### config.mk
export PLATFORM = sky130hd
export DESIGN_NAME = coh_line_ctrl
export DESIGN_NICKNAME = d
export VERILOG_FILES = /design/src/rtl/coh_pkg.sv /design/src/rtl/coh_state_array.sv /design/src/rtl/coh_snoop_unit.sv /design/src/rtl/coh_req_fsm.sv /design/src/rtl/coh_line_ctrl.sv
export SDC_FILE = /design/constraint.sdc
export NUM_CORES = 1
export LEC_CHECK = 0
export BUFFER_PORTS_ARGS = -buffer_cell sky130_fd_sc_hd__buf_2
export CORE_MARGIN = 8
export CORE_UTILIZATION = 53
export CTS_CLUSTER_DIAMETER = 150
export DETAILED_ROUTE_END_ITERATION = 10
export GPL_TIMING_DRIVEN = 0
export PLACE_DENSITY = 0.86
export RECOVER_POWER = 100
export SLEW_MARGIN = 20
export SYNTH_ARGS = -nofsm -noshare
export SYNTH_HDL_FRONTEND = slang
export SYNTH_SLANG_ARGS = --single-unit
export TNS_END_PERCENT = 100
### constraint.sdc
create_clock -name clk -period 4.2 [get_ports clk]
set_input_delay 0.84 -clock clk [delete_from_list [all_inputs] [get_ports clk]]
set_output_delay 0.84 -clock clk [all_outputs]
set_load 0.005 [all_outputs]
### src/rtl/coh_pkg.sv
package coh_pkg;

  typedef enum logic [1:0] {
    ST_I = 2'd0,
    ST_S = 2'd1,
    ST_E = 2'd2,
    ST_M = 2'd3
  } mesi_e;

  typedef enum logic [1:0] {
    BC_NONE = 2'd0,
    BC_RDS  = 2'd1,
    BC_RDX  = 2'd2,
    BC_UPG  = 2'd3
  } bcmd_e;

  typedef enum logic {
    F_IDLE = 1'b0,
    F_WAIT = 1'b1
  } fsm_e;

  localparam int LINE_OFS = 6;

endpackage

### src/rtl/coh_state_array.sv
module coh_state_array
  import coh_pkg::*;
#(
  parameter int NLINES = 8,
  parameter int IDX_W  = $clog2(NLINES)
) (
  input  logic                     clk,
  input  logic                     rst_n,
  input  logic [IDX_W-1:0]         rd_a_idx,
  output mesi_e                    rd_a_st,
  input  logic [IDX_W-1:0]         rd_b_idx,
  output mesi_e                    rd_b_st,
  input  logic                     snp_we,
  input  logic [IDX_W-1:0]         snp_idx,
  input  mesi_e                    snp_st,
  input  logic                     loc_we,
  input  logic [IDX_W-1:0]         loc_idx,
  input  mesi_e                    loc_st,
  output mesi_e [NLINES-1:0]       lines_o
);

  for (genvar g = 0; g < NLINES; g++) begin : g_line
    mesi_e line_d;
    mesi_e line_q;
    logic  line_en;

    always_comb begin
      line_d  = line_q;
      line_en = 1'b0;
      if (snp_we && (snp_idx == IDX_W'(g))) begin
        line_d  = snp_st;
        line_en = 1'b1;
      end else if (loc_we && (loc_idx == IDX_W'(g))) begin
        line_d  = loc_st;
        line_en = 1'b1;
      end
    end

    always_ff @(posedge clk or negedge rst_n) begin
      if (!rst_n) begin
        line_q <= ST_I;
      end else if (line_en) begin
        line_q <= line_d;
      end
    end

    assign lines_o[g] = line_q;

    AST_S_NEVER_E: assert property (@(posedge clk) disable iff (!rst_n)
      (line_q == ST_S) |=> (line_q != ST_E));
  end

  assign rd_a_st = lines_o[rd_a_idx];
  assign rd_b_st = lines_o[rd_b_idx];

  AST_NO_WRITE_CLASH: assert property (@(posedge clk) disable iff (!rst_n)
    !(snp_we && loc_we && (snp_idx == loc_idx)));

endmodule

### src/rtl/coh_snoop_unit.sv
module coh_snoop_unit
  import coh_pkg::*;
(
  input  logic  snp_valid,
  input  bcmd_e snp_cmd,
  input  mesi_e line_st,
  output logic  hit,
  output logic  dirty,
  output logic  we,
  output mesi_e nxt_st
);

  always_comb begin
    hit    = snp_valid && (snp_cmd != BC_NONE) && (line_st != ST_I);
    dirty  = hit && (line_st == ST_M);
    we     = 1'b0;
    nxt_st = line_st;
    if (hit) begin
      unique case (snp_cmd)
        BC_RDS: begin
          if (line_st != ST_S) begin
            we     = 1'b1;
            nxt_st = ST_S;
          end
        end
        BC_RDX, BC_UPG: begin
          we     = 1'b1;
          nxt_st = ST_I;
        end
        default: begin
          we     = 1'b0;
          nxt_st = line_st;
        end
      endcase
    end
  end

endmodule

### src/rtl/coh_req_fsm.sv
module coh_req_fsm
  import coh_pkg::*;
#(
  parameter int LINE_W = 26,
  parameter int IDX_W  = 3
) (
  input  logic              clk,
  input  logic              rst_n,
  input  logic              cpu_valid,
  input  logic              cpu_write,
  input  logic [LINE_W-1:0] cpu_line,
  input  logic              block,
  input  mesi_e             line_st,
  output logic [IDX_W-1:0]  look_idx,
  input  logic              bus_gnt,
  input  logic              bus_shared,
  output logic              bus_req,
  output logic              bus_valid,
  output bcmd_e             bus_cmd,
  output logic [LINE_W-1:0] bus_line,
  output logic              loc_we,
  output logic [IDX_W-1:0]  loc_idx,
  output mesi_e             loc_st,
  output logic              cpu_done,
  output mesi_e             cpu_state
);

  fsm_e              fsm_q, fsm_d;
  logic [LINE_W-1:0] pend_line_q;
  logic              pend_wr_q;
  logic              pend_ld;
  logic              done_q, done_d;
  mesi_e             rsp_q, rsp_d;

  always_comb begin
    fsm_d     = fsm_q;
    pend_ld   = 1'b0;
    done_d    = 1'b0;
    rsp_d     = rsp_q;
    loc_we    = 1'b0;
    loc_st    = line_st;
    bus_req   = 1'b0;
    bus_valid = 1'b0;
    bus_cmd   = BC_NONE;
    look_idx  = (fsm_q == F_WAIT) ? pend_line_q[IDX_W-1:0] : cpu_line[IDX_W-1:0];
    loc_idx   = look_idx;
    unique case (fsm_q)
      F_IDLE: begin
        if (cpu_valid && !done_q && !block) begin
          if (!cpu_write && (line_st != ST_I)) begin
            done_d = 1'b1;
            rsp_d  = line_st;
          end else if (cpu_write && (line_st == ST_M)) begin
            done_d = 1'b1;
            rsp_d  = ST_M;
          end else if (cpu_write && (line_st == ST_E)) begin
            loc_we = 1'b1;
            loc_st = ST_M;
            done_d = 1'b1;
            rsp_d  = ST_M;
          end else begin
            pend_ld = 1'b1;
            fsm_d   = F_WAIT;
          end
        end
      end
      F_WAIT: begin
        bus_req = 1'b1;
        if (pend_wr_q) begin
          bus_cmd = (line_st == ST_S) ? BC_UPG : BC_RDX;
        end else begin
          bus_cmd = BC_RDS;
        end
        if (bus_gnt) begin
          bus_valid = 1'b1;
          loc_we    = 1'b1;
          if (pend_wr_q) begin
            loc_st = ST_M;
          end else begin
            loc_st = bus_shared ? ST_S : ST_E;
          end
          done_d = 1'b1;
          rsp_d  = loc_st;
          fsm_d  = F_IDLE;
        end
      end
      default: fsm_d = F_IDLE;
    endcase
  end

  always_ff @(posedge clk or negedge rst_n) begin
    if (!rst_n) begin
      fsm_q  <= F_IDLE;
      done_q <= 1'b0;
    end else begin
      fsm_q  <= fsm_d;
      done_q <= done_d;
    end
  end

  always_ff @(posedge clk or negedge rst_n) begin
    if (!rst_n) begin
      pend_line_q <= '0;
      pend_wr_q   <= 1'b0;
    end else if (pend_ld) begin
      pend_line_q <= cpu_line;
      pend_wr_q   <= cpu_write;
    end
  end

  always_ff @(posedge clk or negedge rst_n) begin
    if (!rst_n) begin
      rsp_q <= ST_I;
    end else if (done_d) begin
      rsp_q <= rsp_d;
    end
  end

  assign bus_line  = pend_line_q;
  assign cpu_done  = done_q;
  assign cpu_state = rsp_q;

  AST_PEND_STABLE: assert property (@(posedge clk) disable iff (!rst_n)
    (bus_req && !bus_gnt) |=> $stable(bus_line));

  AST_READ_FILL_STATE: assert property (@(posedge clk) disable iff (!rst_n)
    (bus_valid && (bus_cmd == BC_RDS)) |=> (cpu_done && (cpu_state == ($past(bus_shared) ? ST_S : ST_E))));

endmodule

### src/rtl/coh_line_ctrl.sv
module coh_line_ctrl
  import coh_pkg::*;
#(
  parameter int ADDR_W = 32,
  parameter int NLINES = 8
) (
  input  logic              clk,
  input  logic              rst_n,
  input  logic              cpu_valid,
  input  logic              cpu_write,
  input  logic [ADDR_W-1:0] cpu_addr,
  output logic              cpu_done,
  output logic [1:0]        cpu_state,
  output logic              bus_req,
  input  logic              bus_gnt,
  output logic              bus_valid,
  output logic [1:0]        bus_cmd,
  output logic [ADDR_W-1:0] bus_addr,
  input  logic              bus_shared,
  input  logic              snp_valid,
  input  logic [1:0]        snp_cmd,
  input  logic [ADDR_W-1:0] snp_addr,
  output logic              snp_hit,
  output logic              snp_dirty
);

  localparam int IDX_W  = $clog2(NLINES);
  localparam int LINE_W = ADDR_W - LINE_OFS;

  logic [1:0] rst_sync_q;
  logic       rst_i;

  always_ff @(posedge clk or negedge rst_n) begin
    if (!rst_n) begin
      rst_sync_q <= 2'b00;
    end else begin
      rst_sync_q <= {rst_sync_q[0], 1'b1};
    end
  end
  assign rst_i = rst_sync_q[1];

  logic [LINE_W-1:0] cpu_line;
  logic [IDX_W-1:0]  snp_idx;
  logic              unused_addr_bits;

  assign cpu_line = cpu_addr[ADDR_W-1:LINE_OFS];
  assign snp_idx  = snp_addr[LINE_OFS +: IDX_W];
  assign unused_addr_bits = ^{cpu_addr[LINE_OFS-1:0], snp_addr[LINE_OFS-1:0],
                              snp_addr[ADDR_W-1:LINE_OFS+IDX_W]};

  mesi_e [NLINES-1:0] lines;
  mesi_e              look_st, snp_st_cur, snp_st_nxt, loc_st, rsp_st;
  logic [IDX_W-1:0]   look_idx, loc_idx;
  logic               snp_we, loc_we, block;
  bcmd_e              cmd_o;
  logic [LINE_W-1:0]  bus_line;

  assign block = snp_valid && (snp_idx == cpu_line[IDX_W-1:0]);

  coh_state_array #(
    .NLINES (NLINES),
    .IDX_W  (IDX_W)
  ) u_array (
    .clk      (clk),
    .rst_n    (rst_i),
    .rd_a_idx (look_idx),
    .rd_a_st  (look_st),
    .rd_b_idx (snp_idx),
    .rd_b_st  (snp_st_cur),
    .snp_we   (snp_we),
    .snp_idx  (snp_idx),
    .snp_st   (snp_st_nxt),
    .loc_we   (loc_we),
    .loc_idx  (loc_idx),
    .loc_st   (loc_st),
    .lines_o  (lines)
  );

  coh_snoop_unit u_snoop (
    .snp_valid (snp_valid),
    .snp_cmd   (bcmd_e'(snp_cmd)),
    .line_st   (snp_st_cur),
    .hit       (snp_hit),
    .dirty     (snp_dirty),
    .we        (snp_we),
    .nxt_st    (snp_st_nxt)
  );

  coh_req_fsm #(
    .LINE_W (LINE_W),
    .IDX_W  (IDX_W)
  ) u_fsm (
    .clk        (clk),
    .rst_n      (rst_i),
    .cpu_valid  (cpu_valid),
    .cpu_write  (cpu_write),
    .cpu_line   (cpu_line),
    .block      (block),
    .line_st    (look_st),
    .look_idx   (look_idx),
    .bus_gnt    (bus_gnt),
    .bus_shared (bus_shared),
    .bus_req    (bus_req),
    .bus_valid  (bus_valid),
    .bus_cmd    (cmd_o),
    .bus_line   (bus_line),
    .loc_we     (loc_we),
    .loc_idx    (loc_idx),
    .loc_st     (loc_st),
    .cpu_done   (cpu_done),
    .cpu_state  (rsp_st)
  );

  assign bus_cmd   = cmd_o;
  assign bus_addr  = {bus_line, {LINE_OFS{1'b0}}};
  assign cpu_state = rsp_st;

  AST_GNT_NEEDS_REQ: assert property (@(posedge clk) disable iff (!rst_i)
    bus_gnt |-> bus_req);

  AST_REQ_HELD: assert property (@(posedge clk) disable iff (!rst_i)
    (bus_req && !bus_gnt) |=> bus_req);

  AST_DONE_PULSE: assert property (@(posedge clk) disable iff (!rst_i)
    cpu_done |=> !cpu_done);

  AST_SNP_KILL: assert property (@(posedge clk) disable iff (!rst_i)
    (snp_valid && ((snp_cmd == BC_RDX) || (snp_cmd == BC_UPG)))
      |=> (lines[$past(snp_idx)] == ST_I));

  AST_NO_SELF_SNOOP: assert property (@(posedge clk) disable iff (!rst_i)
    !(snp_valid && bus_valid));

  for (genvar i = 0; i < NLINES; i++) begin : g_chk
    AST_S_TO_M_BUS: assert property (@(posedge clk) disable iff (!rst_i)
      (lines[i] == ST_S) |=> ((lines[i] != ST_M) || ($past(bus_valid) && ($past(bus_cmd) == BC_UPG))));

    AST_E_TO_M_QUIET: assert property (@(posedge clk) disable iff (!rst_i)
      (lines[i] == ST_E) |=> ((lines[i] != ST_M) || !$past(bus_valid)));
  end

endmodule

==> summary.md <==
| Metric | Value |
|---|---|
| Buf+Inv Stages, Crit Path | `3` |
| Share of layout cells above drive strength 1 | `0.240` |
| CTS tree | `built` |
| Die height | `89.6 um` |
| GRT Util Overall | `0.201` |
| Power density cells | `704 mW/mm^2` |
| Max H-tree Level | `2` |
| Max Fclk | `262 MHz` |
| Actual slew at the worst max-slew pin | `1.78 ns` |
| Syn Inst Count | `257` |
| Total power | `2.33 mW` |
| Flop pwr share | `0.366` |
| DR WL/cell | `18.0 um` |
| DIE AREA | `0.00803 mm^2` |
| Slew Limit Fails | `33` |
| Final hold viol count | `0` |
| Post-layout nets | `413` |
| Root Driver | `clkbuf_8` |
| GRT busiest layer | `met2` |
| Post-CTS Resized | `0` |
| Top delay family on crit path | `compound AO/OA/AOI/OAI gates` |
| First-pass GRT wire length | `12.3 mm` |
| Setup tns final | `0 ns` |
| Register area | `0.00123 mm^2` |
| GR Util met2 | `0.320` |
| Clock share of power | `0.130` |
| Top FF cell, synth | `dfrtp_1` |
| Clk sinks | `49` |
| Crit-path most repeated cell | `nor2_1` |
| Synth warn | `0` |
| Status | `complete, but fails checks` |
| Width of the die | `89.6 um` |
| Num ports | `114` |
| Gate power share | `0.503` |
| DRT Pass-1 Iters | `5` |
| Avg Cell Area, Syn | `11.2 um^2` |
| Via density | `5.80` |
| Total CTS buffers | `5` |
| Switch Pwr | `990 uW` |
| Largest fanout on the critical path | `10` |
| Initial Utilization | `0.535` |
| Failing checks | `max-capacitance violations, max-slew violations` |
| Row Count | `27` |
| Core ar. | `0.00537 mm^2` |
| Post-synthesis simple-gate area fraction | `0.114` |
| Library cells used by synthesis | `51` |
| Post-Layout Cell Count | `413` |
| Initial antenna violation count | `0` |
| Post-synthesis mux area share | `0.241` |
| Main combinational cell family by area after synthesis | `multiplexers` |
| Pin count of the biggest net entering global routing | `33` |
| Post-CTS setup buffer count | `0` |
| FILL cells | `481` |
| Share of synthesized flip-flops with an asynchronous set or reset | `1.00` |
| Worst setup path category | `register to output pin` |
| Slowest-stage cell, CP | `o311ai_1` |
| RSZ-0062 raised after global routing | `false` |
| Clk slew on worst S/H paths | `0.10 ns` |
| Synthesized-area fraction occupied by ao, oa, aoi and oai cells | `0.142` |
| Iteration-0 DRC Markers | `194` |
| Static leakage | `1.47 nW` |
| Crit path capture type | `output pin` |
| Slew headroom | `-0.188` |
| Diodes inserted | `0` |
| Final Critical Period | `3.81 ns` |
| P&R area growth vs syn | `15.3%` |
| Gpl congestion | `0.919` |
| Critical Path AT | `2.97 ns` |
| Vias in the first global route | `2531` |
| Worst min-delay path category | `register to asynchronous set/reset pin` |
| Critical Path Max Stage Delay | `0.95 ns` |
| Multi-input gate area | `0.00141 mm^2` |
| Grt total ovfl | `0` |
| Mapped Area | `0.00287 mm^2` |
| Sequential share of the synthesized area | `0.427` |
| Internal | `1.34 mW` |
| Xor/xnor share of the synthesized area | `0.00915` |
| Clock Skews | `0.00597 ns` |
| Critical Path RT | `3.36 ns` |
| Placed Cells | `405` |
| Number of synthesized flops with an enable pin | `0` |
| # DRC | `0` |
| Met3 Track Usage GR | `0.0682` |
| CTS Hold Bufs | `0` |
| Tcrit/Tclk final | `0.907` |
| DP HPWL | `5.90 mm` |
| Maxcap violations | `1` |
| Routed vias | `2396` |
| Worst-path cell chain | `buf_6 -> buf_8 -> mux2i_1 -> nand2_2 -> o311ai_1 -> nor2_1 -> nor2_1 -> nor2_1 -> clkbuf_1` |
| Maximum clock path buffer count | `2` |
| Crit path launch type | `register` |
| Synth Area in Adders | `0` |
| Number of synthesized register bits | `49` |
| Net Sw Frac | `0.425` |
| Total Wirelength | `7.44 mm` |
| R2R Setup Slk | `0.41 ns` |
| Final Setup Violations | `0` |
| Routed Antenna Nets | `0` |
| M1 GR Usage | `0.243` |
| Peak VDD IR | `397 uV` |
| PortBufs | `70` |
| Worst skew pair latency | `0.31 ns` |
## cell usage after synthesis, drive strengths merged, types with 2 or more instances
cell type / instances / area, um^2
dfrtp: 49 / 1230
mux2: 33 / 447
nor2: 25 / 93.8
a31oi: 16 / 100
nand2: 14 / 55.1
buf: 13 / 131
mux2i: 13 / 134
inv: 12 / 45.0
o21ai: 10 / 50.1
o31ai: 8 / 60.1
a21oi: 6 / 30.0
nor4: 6 / 37.5
o211ai: 6 / 45.0
mux4: 5 / 113
and2: 3 / 18.8
nor3: 3 / 15.0
xnor2: 3 / 26.3
a211oi: 2 / 15.0
a21o: 2 / 16.3
clkbuf: 2 / 7.51
conb: 2 / 7.51
nand3: 2 / 10.0
nand4bb: 2 / 22.5
o22ai: 2 / 18.8
o311ai: 2 / 25.0
or3: 2 / 12.5
or3b: 2 / 17.5
## metrics by stage
stage          cell area [um^2]  hold slack, ns   util  setup slack, ns
6_report                   3310           0.252  0.617            0.390
5_1_grt                    3310           0.279  0.617            0.182
4_1_cts                    3450           0.194  0.642            0.573
3_5_place_dp               3350           0.186  0.624            0.525
3_3_place_gp               3330           0.336  0.620            0.611
2_1_floorplan              2890           0.331      -             1.20
## layer usage
| metal | part of all wire | wire length [um] |
|---|---|---|
| met5 | 0 | 0 |
| met4 | 0.015 | 109 |
| met3 | 0.12 | 899 |
| met2 | 0.46 | 3420 |
| met1 | 0.40 | 3010 |
## sequential cells by signal, summed over array words and instances, names as in the netlist
signal,flops
u_fsm.pend_wr_q,1
u_array.g_line.line_q,16
rst_sync_q,2
u_fsm.fsm_q,1
u_fsm.bus_line,26
u_fsm.cpu_done,1
u_fsm.cpu_state,2
## final cells by class
| cell class | instances | share of cell area |
|---|---|---|
| clock buffers | 5 | 0.0208 |
| well taps | 72 | 0.0272 |
| multi-input cells | 186 | 0.426 |
| clock inverters | 3 | 0.00869 |
| flip-flops and latches | 49 | 0.370 |
| inverters | 12 | 0.0136 |
| plain buffers | 15 | 0.0397 |
| repair buffers | 71 | 0.0941 |
## final timing paths
path	startpoint	to	cells after the start
min in group clk	rst_sync_q[0]	rst_sync_q[1]	0
worst max-delay path	u_fsm.fsm_q	bus_cmd[0]	9
worst min register to register	rst_sync_q[1]	u_fsm.bus_line[19]	0
worst min-delay path	rst_sync_q[1]	u_fsm.bus_line[19]	0
worst max register to register	u_fsm.fsm_q	u_fsm.bus_line[10]	10
max in group asynchronous	rst_sync_q[1]	u_fsm.cpu_done	1
## cells in the final DEF, fill, tap and decap left out, drive strengths merged, types with 2 or more instances in the layout
master / Yosys / layout
xnor2: 3 / 3
or3b: 2 / 2
mux4: 5 / 5
a211oi: 2 / 2
o22ai: 2 / 2
nand4bb: 2 / 2
nor3: 3 / 3
nand2: 14 / 14
buf: 13 / 49
clkbuf: 2 / 42
or3: 2 / 2
conb: 2 / 7
nor2: 25 / 25
and2: 3 / 3
o31ai: 8 / 8
inv: 12 / 14
o211ai: 6 / 6
a21oi: 6 / 6
mux2i: 13 / 13
o21ai: 10 / 10
a31oi: 16 / 16
nand3: 2 / 2
nor4: 6 / 6
a21o: 2 / 2
dfrtp: 49 / 49
mux2: 33 / 33
o311ai: 2 / 2
## kinds of logic (layout without fill, tap and decap cells)
logic type	after synthesis	in the layout
other	2	7
AO/OA/AOI/OAI	60	60
AND/OR/NAND/NOR	65	65
flip-flops	49	49
buffers and inverters	27	106
XOR/XNOR	3	3
multiplexers	51	51
## power groups by stage
stage	Sequential (mW)	Combinational (mW)	Clock, mW
2_1_floorplan	0.833	0.926	0
3_3_place_gp	0.847	1.28	0
3_5_place_dp	0.855	1.33	0
4_1_cts	0.850	1.34	0.312
5_1_grt	0.882	1.29	0.327
6_report	0.853	1.17	0.304
Note: power is estimated with default switching activity, not from simulation.
